<file path="src/rtl/corr_bp_pkg.sv">
package corr_bp_pkg;

  typedef logic [1:0] ctr2_t;

  // weakly not taken
  localparam ctr2_t CTR_INIT = 2'd1;
  localparam ctr2_t CTR_MAX  = 2'd3;
  localparam ctr2_t CTR_MIN  = 2'd0;

  // one saturating training step
  function automatic ctr2_t ctr_train(input ctr2_t cur, input logic taken);
    ctr2_t nxt;
    nxt = cur;
    if (taken) begin
      if (cur != CTR_MAX) nxt = cur + 2'd1;
    end else begin
      if (cur != CTR_MIN) nxt = cur - 2'd1;
    end
    return nxt;
  endfunction

  // upper half of the range predicts taken
  function automatic logic ctr_predict(input ctr2_t cur);
    return cur[1];
  endfunction

endpackage

</file>
<file path="src/rtl/corr_bp_rst_sync.sv">
module corr_bp_rst_sync #(
  parameter int STAGES = 2
) (
  input  logic clk,
  input  logic rst_n,
  output logic rst_sync_n
);

  logic [STAGES-1:0] sync_q;
  logic [STAGES-1:0] sync_d;

  always_comb begin
    sync_d = {sync_q[STAGES-2:0], 1'b1};
  end

  always_ff @(posedge clk or negedge rst_n) begin
    if (!rst_n) begin
      sync_q <= '0;
    end else begin
      sync_q <= sync_d;
    end
  end

  assign rst_sync_n = sync_q[STAGES-1];

endmodule

</file>
<file path="src/rtl/corr_bp_ghr.sv">
module corr_bp_ghr #(
  parameter int HIST_W = 2
) (
  input  logic              clk,
  input  logic              rst_n,
  input  logic              upd_en,
  input  logic              upd_taken,
  output logic [HIST_W-1:0] hist
);

  logic [HIST_W-1:0] hist_q;
  logic [HIST_W-1:0] hist_shift;
  logic [HIST_W-1:0] hist_d;

  generate
    if (HIST_W == 1) begin : g_one
      always_comb begin
        hist_shift = upd_taken;
      end
    end else begin : g_many
      always_comb begin
        hist_shift = {hist_q[HIST_W-2:0], upd_taken};
      end
    end
  endgenerate

  always_comb begin
    hist_d = hist_q;
    if (upd_en) hist_d = hist_shift;
  end

  always_ff @(posedge clk or negedge rst_n) begin
    if (!rst_n) begin
      hist_q <= '0;
    end else begin
      hist_q <= hist_d;
    end
  end

  assign hist = hist_q;


  ghr_newest_chk: assert property (@(posedge clk) disable iff (!rst_n)
    upd_en |=> hist_q[0] == $past(upd_taken));


  ghr_hold_chk: assert property (@(posedge clk) disable iff (!rst_n)
    !upd_en |=> $stable(hist_q));

endmodule

</file>
<file path="src/rtl/corr_bp_table.sv">
module corr_bp_table
  import corr_bp_pkg::*;
#(
  parameter int IDX_W = 8
) (
  input  logic             clk,
  input  logic             rst_n,
  input  logic [IDX_W-1:0] rd_idx,
  output ctr2_t            rd_ctr,
  input  logic             wr_en,
  input  logic [IDX_W-1:0] wr_idx,
  input  logic             wr_taken
);

  localparam int NUM_ENT = 1 << IDX_W;

  ctr2_t ctr_q [NUM_ENT];
  ctr2_t wr_old;
  ctr2_t wr_new;

  always_comb begin
    wr_old = ctr_q[wr_idx];
    wr_new = ctr_train(wr_old, wr_taken);
  end

  generate
    for (genvar g = 0; g < NUM_ENT; g++) begin : g_ent
      logic  sel;
      ctr2_t q;
      ctr2_t d;

      always_comb begin
        sel = wr_en && (wr_idx == IDX_W'(g));
        d   = q;
        if (sel) d = wr_new;
      end

      always_ff @(posedge clk or negedge rst_n) begin
        if (!rst_n) begin
          q <= CTR_INIT;
        end else begin
          q <= d;
        end
      end

      assign ctr_q[g] = q;
    end
  endgenerate

  assign rd_ctr = ctr_q[rd_idx];


  ctr_up_chk: assert property (@(posedge clk) disable iff (!rst_n)
    (wr_en && wr_taken) |=>
      ctr_q[$past(wr_idx)] == (($past(wr_old) == CTR_MAX) ? CTR_MAX : $past(wr_old) + 2'd1));


  ctr_down_chk: assert property (@(posedge clk) disable iff (!rst_n)
    (wr_en && !wr_taken) |=>
      ctr_q[$past(wr_idx)] == (($past(wr_old) == CTR_MIN) ? CTR_MIN : $past(wr_old) - 2'd1));


  ctr_hyst_chk: assert property (@(posedge clk) disable iff (!rst_n)
    (wr_en && !wr_taken && wr_old == CTR_MAX) |=> ctr_q[$past(wr_idx)][1]);

endmodule

</file>
<file path="src/rtl/corr_bpred.sv">
module corr_bpred
  import corr_bp_pkg::*;
#(
  parameter int ADDR_W   = 32,
  parameter int HIST_W   = 2,
  parameter int PC_IDX_W = 6
) (
  input  logic              clk,
  input  logic              rst_n,
  input  logic [ADDR_W-1:0] lk_pc,
  output logic              lk_taken,
  input  logic              up_valid,
  input  logic [ADDR_W-1:0] up_pc,
  input  logic              up_taken
);

  localparam int IDX_W  = HIST_W + PC_IDX_W;
  localparam int PC_LSB = 2;
  localparam int PC_MSB = PC_LSB + PC_IDX_W - 1;

  logic              rst_int_n;
  logic [HIST_W-1:0] hist;
  logic [IDX_W-1:0]  rd_idx;
  logic [IDX_W-1:0]  wr_idx;
  ctr2_t             rd_ctr;

  corr_bp_rst_sync #(
    .STAGES (2)
  ) u_rst_sync (
    .clk        (clk),
    .rst_n      (rst_n),
    .rst_sync_n (rst_int_n)
  );

  corr_bp_ghr #(
    .HIST_W (HIST_W)
  ) u_ghr (
    .clk       (clk),
    .rst_n     (rst_int_n),
    .upd_en    (up_valid),
    .upd_taken (up_taken),
    .hist      (hist)
  );

  always_comb begin
    rd_idx = {hist, lk_pc[PC_MSB:PC_LSB]};
    wr_idx = {hist, up_pc[PC_MSB:PC_LSB]};
  end

  corr_bp_table #(
    .IDX_W (IDX_W)
  ) u_table (
    .clk      (clk),
    .rst_n    (rst_int_n),
    .rd_idx   (rd_idx),
    .rd_ctr   (rd_ctr),
    .wr_en    (up_valid),
    .wr_idx   (wr_idx),
    .wr_taken (up_taken)
  );

  assign lk_taken = ctr_predict(rd_ctr);

  logic unused_pc_bits;
  assign unused_pc_bits = ^{lk_pc[ADDR_W-1:PC_MSB+1], lk_pc[PC_LSB-1:0],
                            up_pc[ADDR_W-1:PC_MSB+1], up_pc[PC_LSB-1:0]};


  idle_pred_chk: assert property (@(posedge clk) disable iff (!rst_int_n)
    (!up_valid ##1 $stable(lk_pc)) |-> $stable(lk_taken));

endmodule

</file>
<file path="config.mk">
export PLATFORM = sky130hd
export DESIGN_NAME = corr_bpred
export DESIGN_NICKNAME = d
export VERILOG_FILES = /design/src/rtl/corr_bp_pkg.sv /design/src/rtl/corr_bp_rst_sync.sv /design/src/rtl/corr_bp_ghr.sv /design/src/rtl/corr_bp_table.sv /design/src/rtl/corr_bpred.sv
export SDC_FILE = /design/constraint.sdc
export NUM_CORES = 1
export LEC_CHECK = 0
export ABC_CLOCK_PERIOD_IN_PS = 48000
export BUFFER_PORTS_ARGS = -buffer_cell sky130_fd_sc_hd__buf_2
export CORE_MARGIN = 1
export CORE_UTILIZATION = 35
export CTS_CLUSTER_DIAMETER = 150
export DETAILED_ROUTE_END_ITERATION = 8
export PLACE_DENSITY_LB_ADDON = 0.1
export SLEW_MARGIN = 5
export SYNTH_ARGS = -nofsm -noshare
export SYNTH_HDL_FRONTEND = slang
export SYNTH_SLANG_ARGS = --single-unit
export TNS_END_PERCENT = 30
</file>
<file path="constraint.sdc">
create_clock -name clk -period 48 [get_ports clk]
set_clock_uncertainty 0.2 [all_clocks]
set_input_delay 9.6 -clock clk [delete_from_list [all_inputs] [get_ports clk]]
set_output_delay 9.6 -clock clk [all_outputs]
set_load 0.01 [all_outputs]
</file>
# After elaboration in Yosys (flattened, before gate mapping)
# Cells that the tools add are included.
# Widths: inputs -> output; s select.
# classes
add_sub_neg,2
order_cmp,2
eq_ne,256
mux,9
bitwise,2
n_reduce_logical,258
# ops
operator,n
$eq 8x8->1 const B,128
$eq 8x7->1 const B,64
$eq 8x6->1 const B,32
$logic_and 1x1->1,256
$eq 8x5->1 const B,16
$eq 8x4->1 const B,8
$bmux 2 s8,2
$eq 8x3->1 const B,4
$ge 9x9->1 const B,2
$not 8->9,2
$eq 8x2->1 const B,2
$mux 2,7
$eq 8x1->1 const B,1
$logic_not 8->1,1
$add 2x1->2 const B,1
$ne 2x2->1 const B,1
$reduce_bool 2->1,1
$sub 2x1->2 const B,1
# word_totals
regBits,516
in_bits,68
word_cells,787

# Logic depth before layout (Yosys ltp)
# Gate-level depths: netlist (run 1).
# depth
depth_word,7
depth_mapped,14
depth_no_buf,8

# Cells and area by module
# A second synthesis (run 1) with hierarchy kept.
# hier_totals
cells_unflattened,2430
area_unflattened_um2,28845.2
# modules_own_cells
mod,n_inst,cells_per_inst,area_per_inst_um2,seq_area_each_um2
corr_bp_table,1,2423,28718.8,13132.6
corr_bp_ghr,1,4,72.6,50.0
corr_bp_rst_sync,1,3,53.8,50.0

# Worst setup path before layout (run 1)
# Ideal clock, no wire load.
# synth_timing
path_type,input -> output
start,input port lk_pc[2]
end,output port lk_taken
t_arrival_ns,12.493
slack_ns,25.707
stages,6
path_cell_list,clkbuf_1 buf_1 mux4_2 mux4_2 mux4_2 mux4_2
# synth_between
elab_chain_len,4
# synth_rtl
element,line,rtl
"start, declared",corr_bpred.sv:10,"input logic [ADDR_W-1:0] lk_pc,"
$not 8->9 (not written as such),corr_bp_table.sv:50,assign rd_ctr = ctr_q[rd_idx];
$bmux 2 s8,corr_bp_table.sv:50,
$mux 2 (not written as such) (2 in a row),corr_bp_table.sv:50,
"end, declared",corr_bpred.sv:11,"output logic lk_taken,"
# Every way passes these cells. The select of a mux whose other input is x is not followed.

# Worst setup path after layout (run 1)
# Same ends and word-level chain as after synthesis.

==> flow_metrics.tcl, run 1 <==
set metrics [dict create \
    status "finished, final reports clean" \
    die_h_um 280 \
    grt_pass1_vias 19237 \
    dp.cells 3342 \
    pwr-share-seq_pct 44.3 \
    synth_cells 2422 \
    crit_path_top_delay_cell "buf_4" \
    n_antenna_cell 0 \
    drt_iter0_drc 1405 \
    register_area_um2 13200 \
    crit_path_end_kind "output port" \
    worstMarginPinSlew_ns 1.19 \
    synth_cell_type_count 55 \
    dieArea_um2 78400 \
    cpLargestDelayFamily "multiplexers" \
    cts_resized 0 \
    rsz0062_at_grt "false" \
    clock_path_buffers 3 \
    fill_cells 7425 \
    avgViaCountPerCell 5.43 \
    clk_pin_slew_worst_paths_ns 0.06 \
    clockRootBuffer "clkbuf_16" \
    cap_violations 0 \
    crit_required_ns 38.20 \
    drive_gt1_share_pct 36.6 \
    nets 2442 \
    rows 101 \
    fin_crit_sh_pct 48.4 \
    p_comb_share_pct 13.8 \
    path_max_fanout 38 \
    timing.fmax_mhz 43.0 \
    synth_top_area_share_pct 24.9 \
    ios 69 \
    wirelength_um 85400 \
    wirelength_met1_um 38600 \
    p_sw_share_pct 28.1 \
    layout_commonest_cell "nand2_1" \
    final_core_util_pct 39.1 \
    dp_hpwl_um 51600 \
    crit_buf_inv 3 \
    clk_latency_ns 0.64 \
    place_area_um2 27700 \
    syn-num-nets 2490 \
    yosysWarnings 0 \
    start_kind "primary input" \
    yosys-top-cells-area "dfstp_2 (25%), dfrtp_1 (24%), mux4_2 (17%), nand2_1 (11%), o21ai_2 (7.7%)" \
    grt_pass1_wl_um 129000 \
    cts_hold_buf 0 \
    yosys.area.top_type "dfstp_2" \
    grt_overflow 0 \
    internal_power_w 0.000808 \
    antenna_found_initial 2 \
    synth_seq_cells 516 \
    syn_area_per_cell_um2 11.2 \
    crit_type "primary input to output port" \
    cts_buffers 60 \
    timing.final.max_slew_violations 0 \
    multiInputGateArea_um2 12800 \
    max_slew_margin_pct 20.6 \
    io_buffer_count 16 \
    grt_max_degree 140 \
    synth-edff-count 0 \
    setup_viol 0 \
    cts_setup_buffers 0 \
    hold_violations 0 \
    ctsHtreeMaxLevel 2 \
    crit_arrival_ns 13.45 \
    dr_wl_met2_um 40000 \
    seq_area_frac_synth_pct 48.9 \
    setup_tns_ns 0 \
    place_congestion 0.796 \
    async_reset_ff_share_pct 100 \
    cts.sinks 516 \
    leakage_nw 11.2 \
    grt_use_total_pct 22.3 \
    layout_common_cells "nand2_1 (797), o21ai_0 (278), dfrtp_1 (259)" \
    syn-cell-area_um2 27100 \
    start_util_pct 35.5 \
    cp.depth 7 \
    power_density_nw_per_um2 37.8 \
    wire_per_inst_um 24.7 \
    core-area_um2 76200 \
    met3WireLength_um 4360 \
    die_x_um 280 \
    clkPwrFrac_pct 41.9 \
    hp-class "flop to flop" \
    power_switching_w 0.000316 \
    area_growth_pct 10.0 \
    highest_layer "met5" \
    ys.flop_type "dfrtp_1" \
    holdPathStages 0 \
    num_vias 18775 \
    fin_crit_ns 23.25 \
    slowest_delay_ns 0.85 \
    drc_errors 0 \
    cp_cell_sequence "buf_4 -> buf_4 -> mux4_2 -> mux4_2 -> mux4_2 -> mux4_2 -> buf_2" \
    first_pass_iters 5 \
    final_antenna_net_count 0 \
    final_cell_area_um2 29800 \
    cts_tree "done" \
    vdd_drop_max_v 0.0000286 \
    r2r_cells 11 \
    cp_common_cell "mux4_2" \
    final-instance-count-excl-fill 3456 \
]
[state kept, by name, indices dropped and copies added (netlist names)]
signal and count:
u_ghr.hist 2, u_rst_sync.sync_q 2, u_table.g_ent.q 512
[final timing paths]
check	startpoint	to	slack [ns]
hold / removal	u_rst_sync.sync_q[0]	u_rst_sync.sync_q[1]	0.15
min in group asynchronous	u_rst_sync.sync_q[1]	u_table.g_ent[0].q[1]	0.19
setup / recovery	lk_pc[2]	lk_taken	24.75
setup reg to reg	u_ghr.hist[0]	u_table.g_ent[71].q[0]	42.63
hold reg to reg	u_rst_sync.sync_q[0]	u_rst_sync.sync_q[1]	0.15
max in group asynchronous	rst_n	u_rst_sync.sync_q[1]	38.95
[cell usage after synthesis (16+ instances only)]
cell      count
mux2i_1      36
mux4_2      203
clkbuf_1     67
o21ai_0     278
nand3_1      19
a22oi_1      19
o21ai_2     239
buf_2        34
buf_1        16
nand2_1     797
buf_12       23
nor2_1       30
dfstp_2     256
dfrtp_1     260
buf_6        17
[cells by family (layout without fill, tap and decap cells)]
| kind of cell | after synthesis | count (layout) | share of synthesized area, % |
|---|---|---|---|
| and+or+nand+nor | 901 | 901 | 13.1 |
| AOI/OAI and AO/OA | 588 | 588 | 14.8 |
| DFF | 516 | 516 | 48.9 |
| muxes | 248 | 248 | 18.6 |
| buffers and inverters | 166 | 170 | 4.41 |
| adders and majority gates | 2 | 2 | 0.0832 |
| other | 1 | 1 | 0.0139 |
[per-layer routing]
metal	vias up	track usage [%]
li1	8605	-
met5	-	0
met2	487	35.5
met3	137	2.76
met4	2	6.80
met1	9544	31.7
[through the flow]
stage	power (W)	hold slack (ns)	setup slack [ns]
floorplan	0.000629	0.131	25.71
global placement	0.000658	0.137	24.72
detailed placement	0.000663	0.139	24.68
CTS	0.00114	0.154	24.69
global route	0.00117	0.166	24.56
finish	0.00112	0.151	24.75
[layout make-up]
cell class,instances,share of cell area (%)
Multi-Input combinational cell,1740,43.0
Tap cell,1030,4.33
Timing Repair Buffer,52,1.34
Clock inverter,18,0.593
Clock buffer,96,6.25
Sequential cell,516,44.5
Inverter,4,0.0504
[power by group through the flow]
stage | clock, W | combinational [W] | sequential, W
5_1_grt | 0.000500 | 0.000169 | 0.000503
3_3_place_gp | 0 | 0.000155 | 0.000504
2_1_floorplan | 0 | 0.000126 | 0.000503
6_report | 0.000471 | 0.000155 | 0.000498
3_5_place_dp | 0 | 0.000157 | 0.000505
4_1_cts | 0.000484 | 0.000157 | 0.000498
Note: power is estimated with default switching activity, not from simulation.
==> inputs of run 2 (changes only) <==
- ABC_CLOCK_PERIOD_IN_PS: 48000 -> 22000
- clock period: 48 -> 22 ns (I/O delays scaled with it)
==> run 2 against run 1 <==
Compared with the run above:
- flip-flop and latch count unchanged
- clock power increased by 140%
- clock-buffer cell count increased by 7
- critical path type unchanged
- largest cell class unchanged
==> flow_metrics.tcl, run 2 (synthesis results as in run 1) <==
set metrics [dict create \
    status "finished, final reports clean" \
    antenna_found_initial 1 \
    highest_layer "met5" \
    max_slew_margin_pct 15.6 \
    drive_gt1_share_pct 36.6 \
    clk_pin_slew_worst_paths_ns 0.06 \
    timing.final.max_slew_violations 0 \
    crit_arrival_ns 8.29 \
    first_pass_iters 5 \
    nets 2448 \
    rsz0062_at_grt "false" \
    fill_cells 7337 \
    crit_path_end_kind "output port" \
    leakage_nw 11.3 \
    ctsHtreeMaxLevel 3 \
    largest_register_ffs 512 \
    largest_register "u_table.g_ent.q" \
    layout_commonest_cell "nand2_1" \
    cts.sinks 516 \
    final_antenna_net_count 0 \
    grt_use_total_pct 22.4 \
    clk_latency_ns 0.60 \
    avgViaCountPerCell 5.43 \
    crit_required_ns 17.40 \
    wirelength_um 85000 \
    dr_wl_met2_um 40300 \
    rows 101 \
    drc_errors 0 \
    ios 69 \
    wire_per_inst_um 24.5 \
    dp.cells 3342 \
    fin_crit_sh_pct 58.6 \
    fin_crit_ns 12.89 \
    start_kind "primary input" \
    dp_hpwl_um 51200 \
    met3WireLength_um 3220 \
    grt_pass1_vias 19319 \
    hp-class "flop to flop" \
    hold_violations 0 \
    area_growth_pct 10.8 \
    dieArea_um2 78400 \
    cts_buffers 66 \
    setup_viol 0 \
    final-instance-count-excl-fill 3463 \
    cts_hold_buf 0 \
    cts_setup_buffers 0 \
    crit_type "primary input to output port" \
    rrSetupSlack_ns 16.70 \
    setup_tns_ns 0 \
    die_h_um 280 \
    clockRootBuffer "clkbuf_16" \
    place_congestion 0.809 \
    cap_violations 0 \
    start_util_pct 35.5 \
    vdd_drop_max_v 0.0000533 \
    layout_common_cells "nand2_1 (797), o21ai_0 (278), dfrtp_1 (259)" \
    grt_max_degree 149 \
    clock_path_buffers 3 \
    cts_tree "done" \
    timing.fmax_mhz 77.6 \
    path_max_fanout 35 \
    power_density_nw_per_um2 84.6 \
    worstMarginPinSlew_ns 1.26 \
    num_vias 18810 \
    cts_resized 0 \
    die_x_um 280 \
    grt_pass1_wl_um 130000 \
    wirelength_met1_um 39300 \
    io_buffer_count 16 \
    core-area_um2 76200 \
    drt_iter0_drc 1396 \
    grt_overflow 0 \
]
run 2: cell types whose count changed in the layout (fill, tap and decap cells not counted), sizes merged:
cell,change
clkbuf,+7
diode,+1
bufinv,+2
clkinv,-8
inv,+2
clkinvlp,+3
run 2: layout make-up:
class / instances / area, um^2 / share of cell area [%]
clock inverters: 17 / 225 / 0.752
clock buffers: 103 / 1990 / 6.66
multi-input cells: 1740 / 12800 / 42.7
flip-flops and latches: 516 / 13200 / 44.2
diodes: 1 / 2.50 / 0.00835
well taps: 1030 / 1290 / 4.30
repair buffers: 52 / 412 / 1.37
inverters: 4 / 15.0 / 0.0501
run 2: metal layers:
| metal | track usage, % | vias up |
|---|---|---|
| li1 | - | 8626 |
| met1 | 32.0 | 9679 |
| met2 | 35.6 | 388 |
| met3 | 2.97 | 115 |
| met4 | 6.08 | 2 |
| met5 | 0 | - |
run 2: per-stage QoR:
step                power [W]  setup slack, ns  utilization, %  area [um^2]  hold WS (ns)
detailed placement    0.00145             9.03            36.4        27700         0.146
floorplan             0.00137             6.80               -        27100         0.131
global route          0.00264             8.91            39.3        30000         0.164
global placement      0.00144             9.03            36.4        27700         0.137
finish                0.00254             9.11            39.3        30000         0.152
CTS                   0.00257             9.02            39.3        30000         0.159
run 2: path summary, 6_finish.rpt:
kind,start,to,cells after the start
max reg2reg,u_ghr.hist[0],u_table.g_ent[237].q[0],11
min reg2reg,u_rst_sync.sync_q[0],u_rst_sync.sync_q[1],0
max,lk_pc[2],lk_taken,7
min in group asynchronous,u_rst_sync.sync_q[1],u_table.g_ent[8].q[1],0
min,u_rst_sync.sync_q[0],u_rst_sync.sync_q[1],0
max in group asynchronous,rst_n,u_rst_sync.sync_q[1],1
run 2: report_power, final:
part	internal, W	leakage, nW	switching [W]	total [W]
combinational	0.000108	3.96	0.000229	0.000337
sequential	0.00104	6.24	0.0000433	0.00109
clock	0.000682	1.08	0.000429	0.00111
total	0.00183	11.3	0.000702	0.00254
run 2: worst max-delay path: stages:
cell and delay, ns:
buf_4 0.56, buf_4 0.81, mux4_2 0.63, mux4_2 0.55, mux4_2 0.52, mux4_2 0.55
buf_2 0.17
